[src/rtl/seq_pkg.sv]
package seq_pkg;
  typedef enum logic [1:0] {
    TRG_STOP   = 2'd0,
    TRG_VSYNC  = 2'd1,
    TRG_LINE   = 2'd2,
    TRG_MANUAL = 2'd3
  } trig_e;

  typedef enum logic [2:0] {
    S_IDLE,
    S_REQ_A,
    S_WAIT_A,
    S_REQ_D,
    S_WAIT_D,
    S_WRITE
  } state_e;

  localparam logic [2:0] IDX_CTRL   = 3'd0;
  localparam logic [2:0] IDX_BEGIN  = 3'd1;
  localparam logic [2:0] IDX_LAST   = 3'd2;
  localparam logic [2:0] IDX_MODE   = 3'd3;
  localparam logic [2:0] IDX_STATUS = 3'd4;

  localparam int CTRL_SRST_BIT = 0;
  localparam int CTRL_CLR_BIT  = 1;
  localparam int MODE_WDIR_BIT = 4;
  localparam int MODE_INC_BIT  = 5;
endpackage

[src/rtl/seq_csr.sv]
module seq_csr
  import seq_pkg::*;
#(
  parameter int AW = 32,
  parameter int DW = 32
) (
  input  logic          clk,
  input  logic          rst_n,
  input  logic          cfg_we,
  input  logic [2:0]    cfg_addr,
  input  logic [DW-1:0] cfg_wdata,
  output logic [DW-1:0] cfg_rdata,
  input  logic          busy,
  input  logic          done,
  input  logic          err,
  output logic [AW-1:0] list_begin,
  output logic [AW-1:0] list_last,
  output trig_e         trig,
  output logic          wflag,
  output logic          inc,
  output logic          soft_rst,
  output logic          clr_stat,
  output logic          manual_kick,
  output logic          stop_req
);
  logic [AW-1:0] begin_q, begin_n, last_q, last_n;
  trig_e         trig_q, trig_n, new_trig;
  logic          wflag_q, wflag_n, inc_q, inc_n;
  logic          wr_ctrl, wr_begin, wr_last, wr_mode;

  assign wr_ctrl  = cfg_we && (cfg_addr == IDX_CTRL);
  assign wr_begin = cfg_we && (cfg_addr == IDX_BEGIN);
  assign wr_last  = cfg_we && (cfg_addr == IDX_LAST);
  assign wr_mode  = cfg_we && (cfg_addr == IDX_MODE);
  assign new_trig = trig_e'(cfg_wdata[1:0]);

  assign soft_rst    = wr_ctrl && cfg_wdata[CTRL_SRST_BIT];
  assign clr_stat    = wr_ctrl && cfg_wdata[CTRL_CLR_BIT];
  assign manual_kick = wr_mode && (new_trig == TRG_MANUAL);
  assign stop_req    = wr_mode && (new_trig == TRG_STOP);

  always_comb begin
    begin_n = begin_q;
    last_n  = last_q;
    trig_n  = trig_q;
    wflag_n = wflag_q;
    inc_n   = inc_q;
    if (wr_begin) begin_n = cfg_wdata[AW-1:0];
    if (wr_last)  last_n  = cfg_wdata[AW-1:0];
    if (soft_rst) begin
      trig_n = TRG_STOP;
    end else if (wr_mode) begin
      trig_n  = new_trig;
      wflag_n = cfg_wdata[MODE_WDIR_BIT];
      inc_n   = cfg_wdata[MODE_INC_BIT];
    end
  end

  always_ff @(posedge clk or negedge rst_n) begin
    if (!rst_n) begin
      begin_q <= '0;
      last_q  <= '0;
      trig_q  <= TRG_STOP;
      wflag_q <= 1'b0;
      inc_q   <= 1'b0;
    end else begin
      begin_q <= begin_n;
      last_q  <= last_n;
      trig_q  <= trig_n;
      wflag_q <= wflag_n;
      inc_q   <= inc_n;
    end
  end

  // A mode write that kicks a pass must see its own direction and increment bits.
  assign list_begin = begin_q;
  assign list_last  = last_q;
  assign trig       = trig_q;
  assign wflag      = wr_mode ? cfg_wdata[MODE_WDIR_BIT] : wflag_q;
  assign inc        = wr_mode ? cfg_wdata[MODE_INC_BIT] : inc_q;

  always_comb begin
    cfg_rdata = '0;
    case (cfg_addr)
      IDX_BEGIN:  cfg_rdata = DW'(begin_q);
      IDX_LAST:   cfg_rdata = DW'(last_q);
      IDX_MODE: begin
        cfg_rdata[1:0]           = trig_q;
        cfg_rdata[MODE_WDIR_BIT] = wflag_q;
        cfg_rdata[MODE_INC_BIT]  = inc_q;
      end
      IDX_STATUS: cfg_rdata[2:0] = {err, done, busy};
      default:    cfg_rdata = '0;
    endcase
  end

  AST_SRST_DISARMS: assert property (@(posedge clk) disable iff (!rst_n)
    soft_rst |=> trig_q == TRG_STOP);
endmodule

[src/rtl/seq_trig.sv]
module seq_trig
  import seq_pkg::*;
(
  input  trig_e trig,
  input  logic  vsync_evt,
  input  logic  line_evt,
  input  logic  manual_kick,
  input  logic  idle,
  output logic  start
);
  logic hit;

  always_comb begin
    case (trig)
      TRG_VSYNC: hit = vsync_evt;
      TRG_LINE:  hit = line_evt;
      default:   hit = 1'b0;
    endcase
  end

  assign start = idle && (hit || manual_kick);
endmodule

[src/rtl/seq_engine.sv]
module seq_engine
  import seq_pkg::*;
#(
  parameter int AW = 32,
  parameter int DW = 32
) (
  input  logic          clk,
  input  logic          rst_n,
  input  logic          start,
  input  logic          soft_rst,
  input  logic          stop_req,
  input  logic          clr_stat,
  input  logic [AW-1:0] list_begin,
  input  logic [AW-1:0] list_last,
  input  logic          wflag,
  input  logic          inc,
  output logic          mem_req_valid,
  input  logic          mem_req_ready,
  output logic [AW-1:0] mem_req_addr,
  input  logic          mem_rsp_valid,
  input  logic [DW-1:0] mem_rsp_data,
  output logic          reg_wr_valid,
  input  logic          reg_wr_ready,
  output logic [DW-1:0] reg_wr_addr,
  output logic [DW-1:0] reg_wr_data,
  output logic          busy,
  output logic          done,
  output logic          err
);
  localparam int            IDXW       = DW - 2;
  localparam logic [AW-1:0] WORD_BYTES = AW'(4);
  localparam logic [AW-1:0] ONE_BYTE   = AW'(1);

  state_e          state_q, state_n;
  logic [AW-1:0]   ptr_q, ptr_n, last_q, last_n;
  logic [IDXW-1:0] idx_q, idx_n;
  logic [DW-1:0]   ea_q, ea_n, ed_q, ed_n;
  logic            inc_q, inc_n, stop_q, stop_n, done_q, done_n, err_q, err_n;
  logic [2:0]      tail;
  logic            bad, stop_eff;

  assign tail     = list_last[2:0] - list_begin[2:0];
  assign bad      = (list_last < list_begin) || (tail != 3'b111) || !wflag;
  assign stop_eff = stop_q || stop_req;

  always_comb begin
    state_n = state_q;
    ptr_n   = ptr_q;
    last_n  = last_q;
    idx_n   = idx_q;
    ea_n    = ea_q;
    ed_n    = ed_q;
    inc_n   = inc_q;
    stop_n  = stop_q;
    done_n  = done_q;
    err_n   = err_q;
    if (soft_rst) begin
      state_n = S_IDLE;
      stop_n  = 1'b0;
      done_n  = 1'b0;
      err_n   = 1'b0;
    end else begin
      if (clr_stat) begin
        done_n = 1'b0;
        err_n  = 1'b0;
      end
      if (stop_req && (state_q != S_IDLE)) stop_n = 1'b1;
      case (state_q)
        S_IDLE: begin
          stop_n = 1'b0;
          if (start) begin
            if (bad) begin
              err_n = 1'b1;
            end else begin
              state_n = S_REQ_A;
              ptr_n   = list_begin;
              last_n  = list_last;
              idx_n   = '0;
              inc_n   = inc;
            end
          end
        end
        S_REQ_A: if (mem_req_ready) state_n = S_WAIT_A;
        S_WAIT_A: if (mem_rsp_valid) begin
          ea_n    = mem_rsp_data;
          ptr_n   = ptr_q + WORD_BYTES;
          state_n = stop_eff ? S_IDLE : S_REQ_D;
        end
        S_REQ_D: if (mem_req_ready) state_n = S_WAIT_D;
        S_WAIT_D: if (mem_rsp_valid) begin
          ed_n    = mem_rsp_data;
          ptr_n   = ptr_q + WORD_BYTES;
          state_n = stop_eff ? S_IDLE : S_WRITE;
        end
        S_WRITE: if (reg_wr_ready) begin
          idx_n = idx_q + 1'b1;
          if (stop_eff) begin
            state_n = S_IDLE;
          end else if (ptr_q == last_q + ONE_BYTE) begin
            state_n = S_IDLE;
            done_n  = 1'b1;
          end else begin
            state_n = S_REQ_A;
          end
        end
        default: state_n = S_IDLE;
      endcase
    end
  end

  always_ff @(posedge clk or negedge rst_n) begin
    if (!rst_n) begin
      state_q <= S_IDLE;
      ptr_q   <= '0;
      last_q  <= '0;
      idx_q   <= '0;
      ea_q    <= '0;
      ed_q    <= '0;
      inc_q   <= 1'b0;
      stop_q  <= 1'b0;
      done_q  <= 1'b0;
      err_q   <= 1'b0;
    end else begin
      state_q <= state_n;
      ptr_q   <= ptr_n;
      last_q  <= last_n;
      idx_q   <= idx_n;
      ea_q    <= ea_n;
      ed_q    <= ed_n;
      inc_q   <= inc_n;
      stop_q  <= stop_n;
      done_q  <= done_n;
      err_q   <= err_n;
    end
  end

  assign mem_req_valid = (state_q == S_REQ_A) || (state_q == S_REQ_D);
  assign mem_req_addr  = ptr_q;
  assign reg_wr_valid  = (state_q == S_WRITE);
  assign reg_wr_addr   = inc_q ? (ea_q + {idx_q, 2'b00}) : ea_q;
  assign reg_wr_data   = ed_q;
  assign busy          = (state_q != S_IDLE);
  assign done          = done_q;
  assign err           = err_q;

  AST_WR_HOLD: assert property (@(posedge clk) disable iff (!rst_n)
    reg_wr_valid && !reg_wr_ready && !soft_rst |=>
      reg_wr_valid && $stable(reg_wr_addr) && $stable(reg_wr_data));
  AST_REQ_HOLD: assert property (@(posedge clk) disable iff (!rst_n)
    mem_req_valid && !mem_req_ready && !soft_rst |=> mem_req_valid && $stable(mem_req_addr));
  AST_DONE_AFTER_WRITE: assert property (@(posedge clk) disable iff (!rst_n)
    $rose(done_q) |-> $past(reg_wr_valid && reg_wr_ready));
  AST_ERR_NO_PASS: assert property (@(posedge clk) disable iff (!rst_n)
    $rose(err_q) |-> !busy && !reg_wr_valid && !mem_req_valid);
  AST_STOP_NO_FETCH: assert property (@(posedge clk) disable iff (!rst_n)
    stop_q && (state_q != S_IDLE) |=> !$rose(mem_req_valid));
  AST_SRST_IDLE: assert property (@(posedge clk) disable iff (!rst_n)
    soft_rst |=> !busy && !done_q && !err_q);
endmodule

[src/rtl/evt_regwr_seq.sv]
module evt_regwr_seq
  import seq_pkg::*;
#(
  parameter int AW = 32,
  parameter int DW = 32
) (
  input  logic          clk,
  input  logic          rst_n,
  input  logic          cfg_we,
  input  logic [2:0]    cfg_addr,
  input  logic [DW-1:0] cfg_wdata,
  output logic [DW-1:0] cfg_rdata,
  input  logic          vsync_evt,
  input  logic          line_evt,
  output logic          mem_req_valid,
  input  logic          mem_req_ready,
  output logic [AW-1:0] mem_req_addr,
  input  logic          mem_rsp_valid,
  input  logic [DW-1:0] mem_rsp_data,
  output logic          reg_wr_valid,
  input  logic          reg_wr_ready,
  output logic [DW-1:0] reg_wr_addr,
  output logic [DW-1:0] reg_wr_data,
  output logic          irq
);
  logic [1:0]    rst_pipe;
  logic          rst_sync_n;
  logic [AW-1:0] list_begin, list_last;
  trig_e         trig;
  logic          wflag, inc, soft_rst, clr_stat, manual_kick, stop_req;
  logic          busy, done, err, start;

  always_ff @(posedge clk or negedge rst_n) begin
    if (!rst_n) rst_pipe <= 2'b00;
    else        rst_pipe <= {rst_pipe[0], 1'b1};
  end
  assign rst_sync_n = rst_pipe[1];

  seq_csr #(.AW(AW), .DW(DW)) u_csr (
    .clk(clk), .rst_n(rst_sync_n), .cfg_we(cfg_we), .cfg_addr(cfg_addr),
    .cfg_wdata(cfg_wdata), .cfg_rdata(cfg_rdata), .busy(busy), .done(done), .err(err),
    .list_begin(list_begin), .list_last(list_last), .trig(trig), .wflag(wflag), .inc(inc),
    .soft_rst(soft_rst), .clr_stat(clr_stat), .manual_kick(manual_kick), .stop_req(stop_req)
  );

  seq_trig u_trig (
    .trig(trig), .vsync_evt(vsync_evt), .line_evt(line_evt),
    .manual_kick(manual_kick), .idle(!busy), .start(start)
  );

  seq_engine #(.AW(AW), .DW(DW)) u_engine (
    .clk(clk), .rst_n(rst_sync_n), .start(start), .soft_rst(soft_rst), .stop_req(stop_req),
    .clr_stat(clr_stat), .list_begin(list_begin), .list_last(list_last), .wflag(wflag), .inc(inc),
    .mem_req_valid(mem_req_valid), .mem_req_ready(mem_req_ready), .mem_req_addr(mem_req_addr),
    .mem_rsp_valid(mem_rsp_valid), .mem_rsp_data(mem_rsp_data),
    .reg_wr_valid(reg_wr_valid), .reg_wr_ready(reg_wr_ready),
    .reg_wr_addr(reg_wr_addr), .reg_wr_data(reg_wr_data),
    .busy(busy), .done(done), .err(err)
  );

  assign irq = done || err;
endmodule

[config.mk]
export PLATFORM = sky130hd
export DESIGN_NAME = evt_regwr_seq
export DESIGN_NICKNAME = d
export VERILOG_FILES = /design/src/rtl/seq_pkg.sv /design/src/rtl/seq_csr.sv /design/src/rtl/seq_trig.sv /design/src/rtl/seq_engine.sv /design/src/rtl/evt_regwr_seq.sv
export SDC_FILE = /design/constraint.sdc
export NUM_CORES = 1
export LEC_CHECK = 0
export CAP_MARGIN = 20
export CORE_ASPECT_RATIO = 0.7
export CORE_MARGIN = 2
export CORE_UTILIZATION = 52
export DETAILED_ROUTE_END_ITERATION = 12
export PLACE_DENSITY = 0.87
export SKIP_CTS_REPAIR_TIMING = 1
export SYNTH_ARGS = -nofsm -noshare
export SYNTH_HDL_FRONTEND = slang
export SYNTH_SLANG_ARGS = --single-unit
export TNS_END_PERCENT = 10
[constraint.sdc]
create_clock -name clk -period 12.65 [get_ports clk]
set_input_delay 1.8975 -clock clk [delete_from_list [all_inputs] [get_ports clk]]
set_output_delay 1.8975 -clock clk [all_outputs]
set_load 0.02 [all_outputs]
==> impl_metrics.env, run 1 <==
export IMPL_worst_hold_startpoint="rst_pipe[0]"
export IMPL_cts_buffers=25
export IMPL_cp_data_required_time_ns=10.75
export IMPL_hpwl_um=31400
export IMPL_power_per_cell_area_mw_per_mm2=211
export IMPL_fillers=2205
export IMPL_global_route_overflow_total=0
export IMPL_area_growth_pct=21.9
export IMPL_worst_case_clock_buffer_depth=3
export IMPL_detail_route_wl_per_cell_um=20.9
export IMPL_number_of_antenna_repair_diodes=0
export IMPL_cts_tree="yes"
export IMPL_vias_per_cell=6.30
export IMPL_grt_util_all_layers_pct=29.7
export IMPL_p_leak_nw=7.79
export IMPL_number_of_optimization_iterations_in_the_first_detailed_route_pass=5
export IMPL_regArea_mm2=0.00588
export IMPL_path_class="in -> out"
export IMPL_initial_core_util_pct=52.7
export IMPL_synth_net_count=1703
export IMPL_num_vias=13300
export IMPL_cell_area_after_technology_mapping_mm2=0.0146
export IMPL_rrSetupSlack_ns=8.67
export IMPL_post_route_drc_count=0
export IMPL_post_synth_num_cell_types=86
export IMPL_worstHoldPathCells=0
export IMPL_vias_in_the_first_global_route=12600
export IMPL_fin_util_pct=64.2
export IMPL_startpoint="cfg_addr[0]"
export IMPL_placementRows=51
export IMPL_core_mm2=0.0278
export IMPL_crit_reg2reg_launch="u_csr.list_begin[17]"
export IMPL_post_synth_cell_area_avg_um2=9.37
export IMPL_drive_gt1_share_pct=11.7
export IMPL_grt_setup_unrepaired="false"
export IMPL_nNetsFinal=1868
export IMPL_multi_input_area_mm2=0.00818
export IMPL_critPathCaptureType="output port"
export IMPL_yosysSeqAreaShare_pct=40.2
export IMPL_arrival_ns=4.32
export IMPL_synthDominantCellAreaShare_pct=40.2
export IMPL_yosys_cell_count_top_type="sky130_fd_sc_hd__dfrtp_1"
export IMPL_worstPathMaxFanout=27
export IMPL_finClkSkew_ns=0.0138
export IMPL_die_x_um=204
export IMPL_finalHoldViolations=0
export IMPL_vdd_ir_drop_worst_mv=0.145
export IMPL_design_die_area_mm2=0.0295
export IMPL_crit_path_start_kind="input pin"
export IMPL_result_of_the_run="finished, final reports clean"
export IMPL_global_route_wire_length_before_repair_um=69500
export IMPL_finish_instance_area_mm2=0.0178
export IMPL_maxSlewViolCount=0
export IMPL_synthTopCellsByCount="235 x sky130_fd_sc_hd__dfrtp_1, 232 x sky130_fd_sc_hd__nand2_1, 108 x sky130_fd_sc_hd__mux2_2"
export IMPL_routabilityCongestion=0.940
export IMPL_max_cap_violations=0
export IMPL_pin_count_of_the_biggest_net_entering_global_routing=179
export IMPL_postSynth_asyncResetShare_pct=100
export IMPL_totalWireLength_um=44200
export IMPL_placement_io_buffers=205
export IMPL_worst_slew_margin_rel_pct=30.0
export IMPL_worstHoldEndpoint="rst_pipe[1]"
export IMPL_setup_viol=0
export IMPL_netlist_top_cell_by_area="sky130_fd_sc_hd__dfrtp_1"
export IMPL_chipHeight_um=144
export IMPL_worst_slew_pin_transition_ns=1.05
export IMPL_clkSinkCount=235
export IMPL_tns_ns=0
export IMPL_placedInstanceArea_mm2=0.0169
export IMPL_synth_seq_cells=235
export IMPL_antenna_found_initial=0
export IMPL_gate_count_after_technology_mapping=1561
export IMPL_ys_flop_type="sky130_fd_sc_hd__dfrtp_1"
export IMPL_insertion_delay_of_the_later_clocked_pin_in_the_worst_skew_pair_ns=0.55
export IMPL_reg2reg_to="u_engine.idx_q[1]"
export IMPL_synth_yosys_warnings=0
export IMPL_hold_class="reg -> reg"
export IMPL_final_period_minus_worst_setup_slack_ns=6.22
export IMPL_drt_iter0_drc=1384
export IMPL_fin_crit_sh_pct=49.2
export IMPL_netlist_top_cells_area="sky130_fd_sc_hd__dfrtp_1 40%, sky130_fd_sc_hd__mux2_2 8.3%, sky130_fd_sc_hd__nand2_1 6.0%"
export IMPL_clkTransAtPathRegs_ns=0.06
export IMPL_synth_enable_flop_cells=0
export IMPL_cts_root_buffer="sky130_fd_sc_hd__clkbuf_16"
export IMPL_i_o_pins=206
export IMPL_htree_levels=1
export IMPL_drt_antenna_violating_nets=0
export IMPL_worst_r2r_path_depth=11
export IMPL_fmax_mhz=161
[flip-flops by register name, indices dropped and copies added, names as in the netlist]
register / cells
u_csr.list_begin: 32
u_csr.list_last: 32
u_engine.ea_q: 32
u_engine.last_q: 32
u_engine.mem_req_addr: 32
u_engine.reg_wr_data: 32
u_engine.idx_q: 30
u_engine.state_q: 3
rst_pipe: 2
u_csr.trig: 2
u_csr.inc_q: 1
u_csr.wflag_q: 1
u_engine.done: 1
u_engine.err: 1
u_engine.inc_q: 1
u_engine.stop_q: 1
[per-stage QoR]
step / setup WS (ns) / hold WS, ns / instances / total power [W]
CTS: 6.46 / 0.353 / 2111 / 0.00374
global route: 6.26 / 0.356 / 2115 / 0.00396
floorplan: 5.62 / 0.331 / 1561 / 0.00229
finish: 6.43 / 0.350 / 2115 / 0.00377
global placement: 6.63 / 0.339 / 2066 / 0.00289
detailed placement: 6.48 / 0.339 / 2066 / 0.00297
[worst max path at each step]
stage                            endpoint  cells after the start
after floorplan               u_csr.inc_q                      0
final                       cfg_rdata[18]                      6
after CTS                   cfg_rdata[18]                      6
after global routing      reg_wr_addr[30]                     12
after detailed placement     cfg_rdata[6]                      6
after global placement       cfg_rdata[2]                      7
[cell type report]
| class | instances | area share (%) |
|---|---|---|
| multi-input cells | 1181 | 45.9 |
| flip-flops and latches | 235 | 33.0 |
| repair buffers | 220 | 12.5 |
| clock buffers | 31 | 3.92 |
| well taps | 371 | 2.60 |
| inverters | 63 | 1.33 |
| clock inverters | 14 | 0.758 |
[placed cells by master, fill, tap and decap left out, drive strengths merged, types with 12 or more instances in the layout]
cell / n
clkbuf: 31
nand2: 233
a31oi: 17
xnor2: 33
a211oi: 13
mux2: 108
o31ai: 13
o21a: 18
clkdlybuf4s50: 205
o22ai: 29
nor2: 63
o21ai: 81
nand4: 27
nand3: 56
and2: 12
ha: 65
a21o: 26
nor2b: 19
inv: 63
buf: 15
xor2: 28
a22o: 31
a21oi: 71
dfrtp: 235
o211ai: 24
nor3: 32
and3: 21
a2bb2oi: 23
[routing by layer]
metal | global-route usage, % | share of wire, % | up-vias
met2 | 42.0 | 41 | 701
met1 | 45.4 | 46 | 6499
li1 | - | - | 6038
met3 | 6.24 | 10 | 97
met5 | 0 | 0 | -
met4 | 8.05 | 2.5 | 0
[cells by family after synthesis]
logic type	after synthesis	synth area share, %
simple gates	532	18.5
compound gates	400	18.5
flops	235	40.2
buf+inv	145	4.12
mux	119	9.07
fa+ha+maj	68	5.90
xor+xnor	61	3.65
other cells	1	0.0256
[power breakdown]
group          switching [W]  internal [W]  leakage, nW  total [W]
sequential          0.000275      0.000966         2.92    0.00124
combinational       0.000934      0.000836         4.46    0.00177
clock               0.000324      0.000433        0.410   0.000757
[worst max-delay path, stage by stage]
cell and delay (ns):
sky130_fd_sc_hd__clkdlybuf4s50_1 0.80, sky130_fd_sc_hd__nand2_1 0.18, sky130_fd_sc_hd__nor2_2 0.18, sky130_fd_sc_hd__buf_4 0.37, sky130_fd_sc_hd__a22o_1 0.24, sky130_fd_sc_hd__clkdlybuf4s50_1 0.61
(Power assumes the default switching activity.)
==> inputs of run 2 (changes only) <==
clock period = 6.37 ns   (was 12.65 ns; I/O delays follow)
==> run 2 against run 1 <==
Clock-buffer cell count up 1. Non-clock buffer count rose by 4. Wire length decreased by 0.28%. First-iteration DRC count grew 1.7%. Flip-flop and latch count unchanged. Critical path depth increased by 6. Via count rose by 0.47%. Global-route usage is 0.080 points higher. Sequential share of layout area fell by 0.22 points. Largest power group unchanged. Critical endpoint is now reg_wr_addr[18]. Final cell count is 0.38% higher. Combinational power up 98%. Highest routed layer unchanged. Core utilization rose by 0.43 points.
==> impl_metrics.env, run 2 (synthesized netlist as in run 1, its figures left out) <==
export IMPL_most_common_layout_cells="234 x sky130_fd_sc_hd__dfrtp_1, 232 x sky130_fd_sc_hd__nand2_1, 205 x sky130_fd_sc_hd__clkdlybuf4s50_1"
export IMPL_nNetsFinal=1873
export IMPL_fin_util_pct=64.7
export IMPL_crit_path_start_kind="register"
export IMPL_area_growth_pct=22.7
export IMPL_arrival_ns=4.37
export IMPL_placement_io_buffers=205
export IMPL_pin_count_of_the_biggest_net_entering_global_routing=178
export IMPL_chipHeight_um=144
export IMPL_worst_case_clock_buffer_depth=3
export IMPL_maxSlewViolCount=0
export IMPL_vdd_ir_drop_worst_mv=0.261
export IMPL_global_route_overflow_total=0
export IMPL_hold_class="reg -> reg"
export IMPL_worstPathMaxFanout=6
export IMPL_fmax_mhz=188
export IMPL_worst_slew_margin_rel_pct=23.1
export IMPL_cts_root_buffer="sky130_fd_sc_hd__clkbuf_16"
export IMPL_number_of_optimization_iterations_in_the_first_detailed_route_pass=6
export IMPL_cp_data_required_time_ns=5.41
export IMPL_core_mm2=0.0278
export IMPL_post_route_drc_count=0
export IMPL_finClkSkew_ns=0.0245
export IMPL_vias_in_the_first_global_route=12700
export IMPL_die_x_um=204
export IMPL_i_o_pins=206
export IMPL_clkSinkCount=235
export IMPL_hpwl_um=31600
export IMPL_cts_tree="yes"
export IMPL_fillers=2188
export IMPL_initial_core_util_pct=52.7
export IMPL_drt_iter0_drc=1407
export IMPL_clkTransAtPathRegs_ns=0.06
export IMPL_critPathCaptureType="output port"
export IMPL_final_common_cell="sky130_fd_sc_hd__dfrtp_1"
export IMPL_design_die_area_mm2=0.0295
export IMPL_drive_gt1_share_pct=12.0
export IMPL_htree_levels=1
export IMPL_finalHoldViolations=0
export IMPL_num_vias=13400
export IMPL_insertion_delay_of_the_later_clocked_pin_in_the_worst_skew_pair_ns=0.55
export IMPL_global_route_wire_length_before_repair_um=69800
export IMPL_detail_route_wl_per_cell_um=20.7
export IMPL_antenna_found_initial=1
export IMPL_max_cap_violations=0
export IMPL_fin_crit_sh_pct=83.5
export IMPL_grt_util_all_layers_pct=29.8
export IMPL_final_period_minus_worst_setup_slack_ns=5.32
export IMPL_tns_ns=0
export IMPL_path_class="reg -> out"
export IMPL_final_hold_worst_slack_ns=0.359
export IMPL_cts_buffers=26
export IMPL_drt_antenna_violating_nets=0
export IMPL_result_of_the_run="finished, final reports clean"
export IMPL_p_leak_nw=7.85
export IMPL_totalWireLength_um=44000
export IMPL_vias_per_cell=6.31
export IMPL_setup_viol=0
export IMPL_placementRows=51
export IMPL_routabilityCongestion=0.953
export IMPL_grt_setup_unrepaired="false"
export IMPL_worst_slew_pin_transition_ns=1.15
export IMPL_power_per_cell_area_mw_per_mm2=422
==> run 2: cell count changes in the layout (fill, tap and decap cells not counted), sizes merged <==
cell / change
clkinv: -1
buf: +4
bufinv: +2
clkinvlp: +1
diode: +1
clkbuf: +1
==> run 2: layout make-up <==
cell class | count | area, um^2 | area share, %
diodes | 1 | 2.50 | 0.0139
clock buffers | 32 | 713 | 3.97
clock inverters | 16 | 208 | 1.16
inverters | 63 | 236 | 1.32
multi-input cells | 1181 | 8180 | 45.6
flip-flops and latches | 235 | 5880 | 32.8
well taps | 371 | 464 | 2.59
repair buffers | 224 | 2260 | 12.6
==> run 2: routing by layer <==
layer	track usage, %	part of all wire, %	up-vias
li1	-	-	6052
met1	45.4	46	6541
met2	42.1	41	715
met3	6.20	9.7	90
met4	8.54	2.9	0
met5	0	0	-
==> run 2: final timing paths <==
check                                          start                   endpoint  slack (ns)  cells after the start
worst max-delay path               u_engine.idx_q[0]            reg_wr_addr[18]        1.05                     12
worst min-delay path                     rst_pipe[0]                rst_pipe[1]        0.36                      0
worst max register to register  u_csr.list_begin[17]  u_engine.mem_req_addr[13]        2.51                     10
worst min register to register           rst_pipe[0]                rst_pipe[1]        0.36                      0
max in group asynchronous                rst_pipe[1]          u_engine.ea_q[21]        4.35                      1
min in group asynchronous                rst_pipe[1]           u_engine.ea_q[1]        0.41                      0
==> run 2: power by group <==
group	total, W	switching (W)	internal (W)
Sequential	0.00246	0.000545	0.00192
Clock	0.00162	0.000660	0.000963
Combinational	0.00350	0.00184	0.00166
Total	0.00758	0.00304	0.00454
==> run 2: critical path, cell delays in order, from the launching register on <==
cell	delay, ns
sky130_fd_sc_hd__dfrtp_1	0.43
sky130_fd_sc_hd__ha_1	0.24
sky130_fd_sc_hd__inv_1	0.07
sky130_fd_sc_hd__fa_1	0.21
sky130_fd_sc_hd__nor2b_1	0.08
sky130_fd_sc_hd__o31a_1	0.31
sky130_fd_sc_hd__o41ai_2	0.57
sky130_fd_sc_hd__a21boi_1	0.26
sky130_fd_sc_hd__o21bai_1	0.31
sky130_fd_sc_hd__a21boi_0	0.19
sky130_fd_sc_hd__or3_1	0.35
sky130_fd_sc_hd__a31o_2	0.26
sky130_fd_sc_hd__clkdlybuf4s50_1	0.54
==> run 2: stage by stage <==
step / total power [W] / worst slack (ns) / std cells / area (um^2)
final: 0.00758 / 1.05 / 2123 / 17900
after global routing: 0.00797 / 0.807 / 2123 / 17900
after CTS: 0.00752 / 1.14 / 2119 / 17900
after detailed placement: 0.00587 / 1.47 / 2071 / 17000
after global placement: 0.00574 / 1.70 / 2071 / 17000
after floorplan: 0.00454 / 2.51 / 1561 / 14600
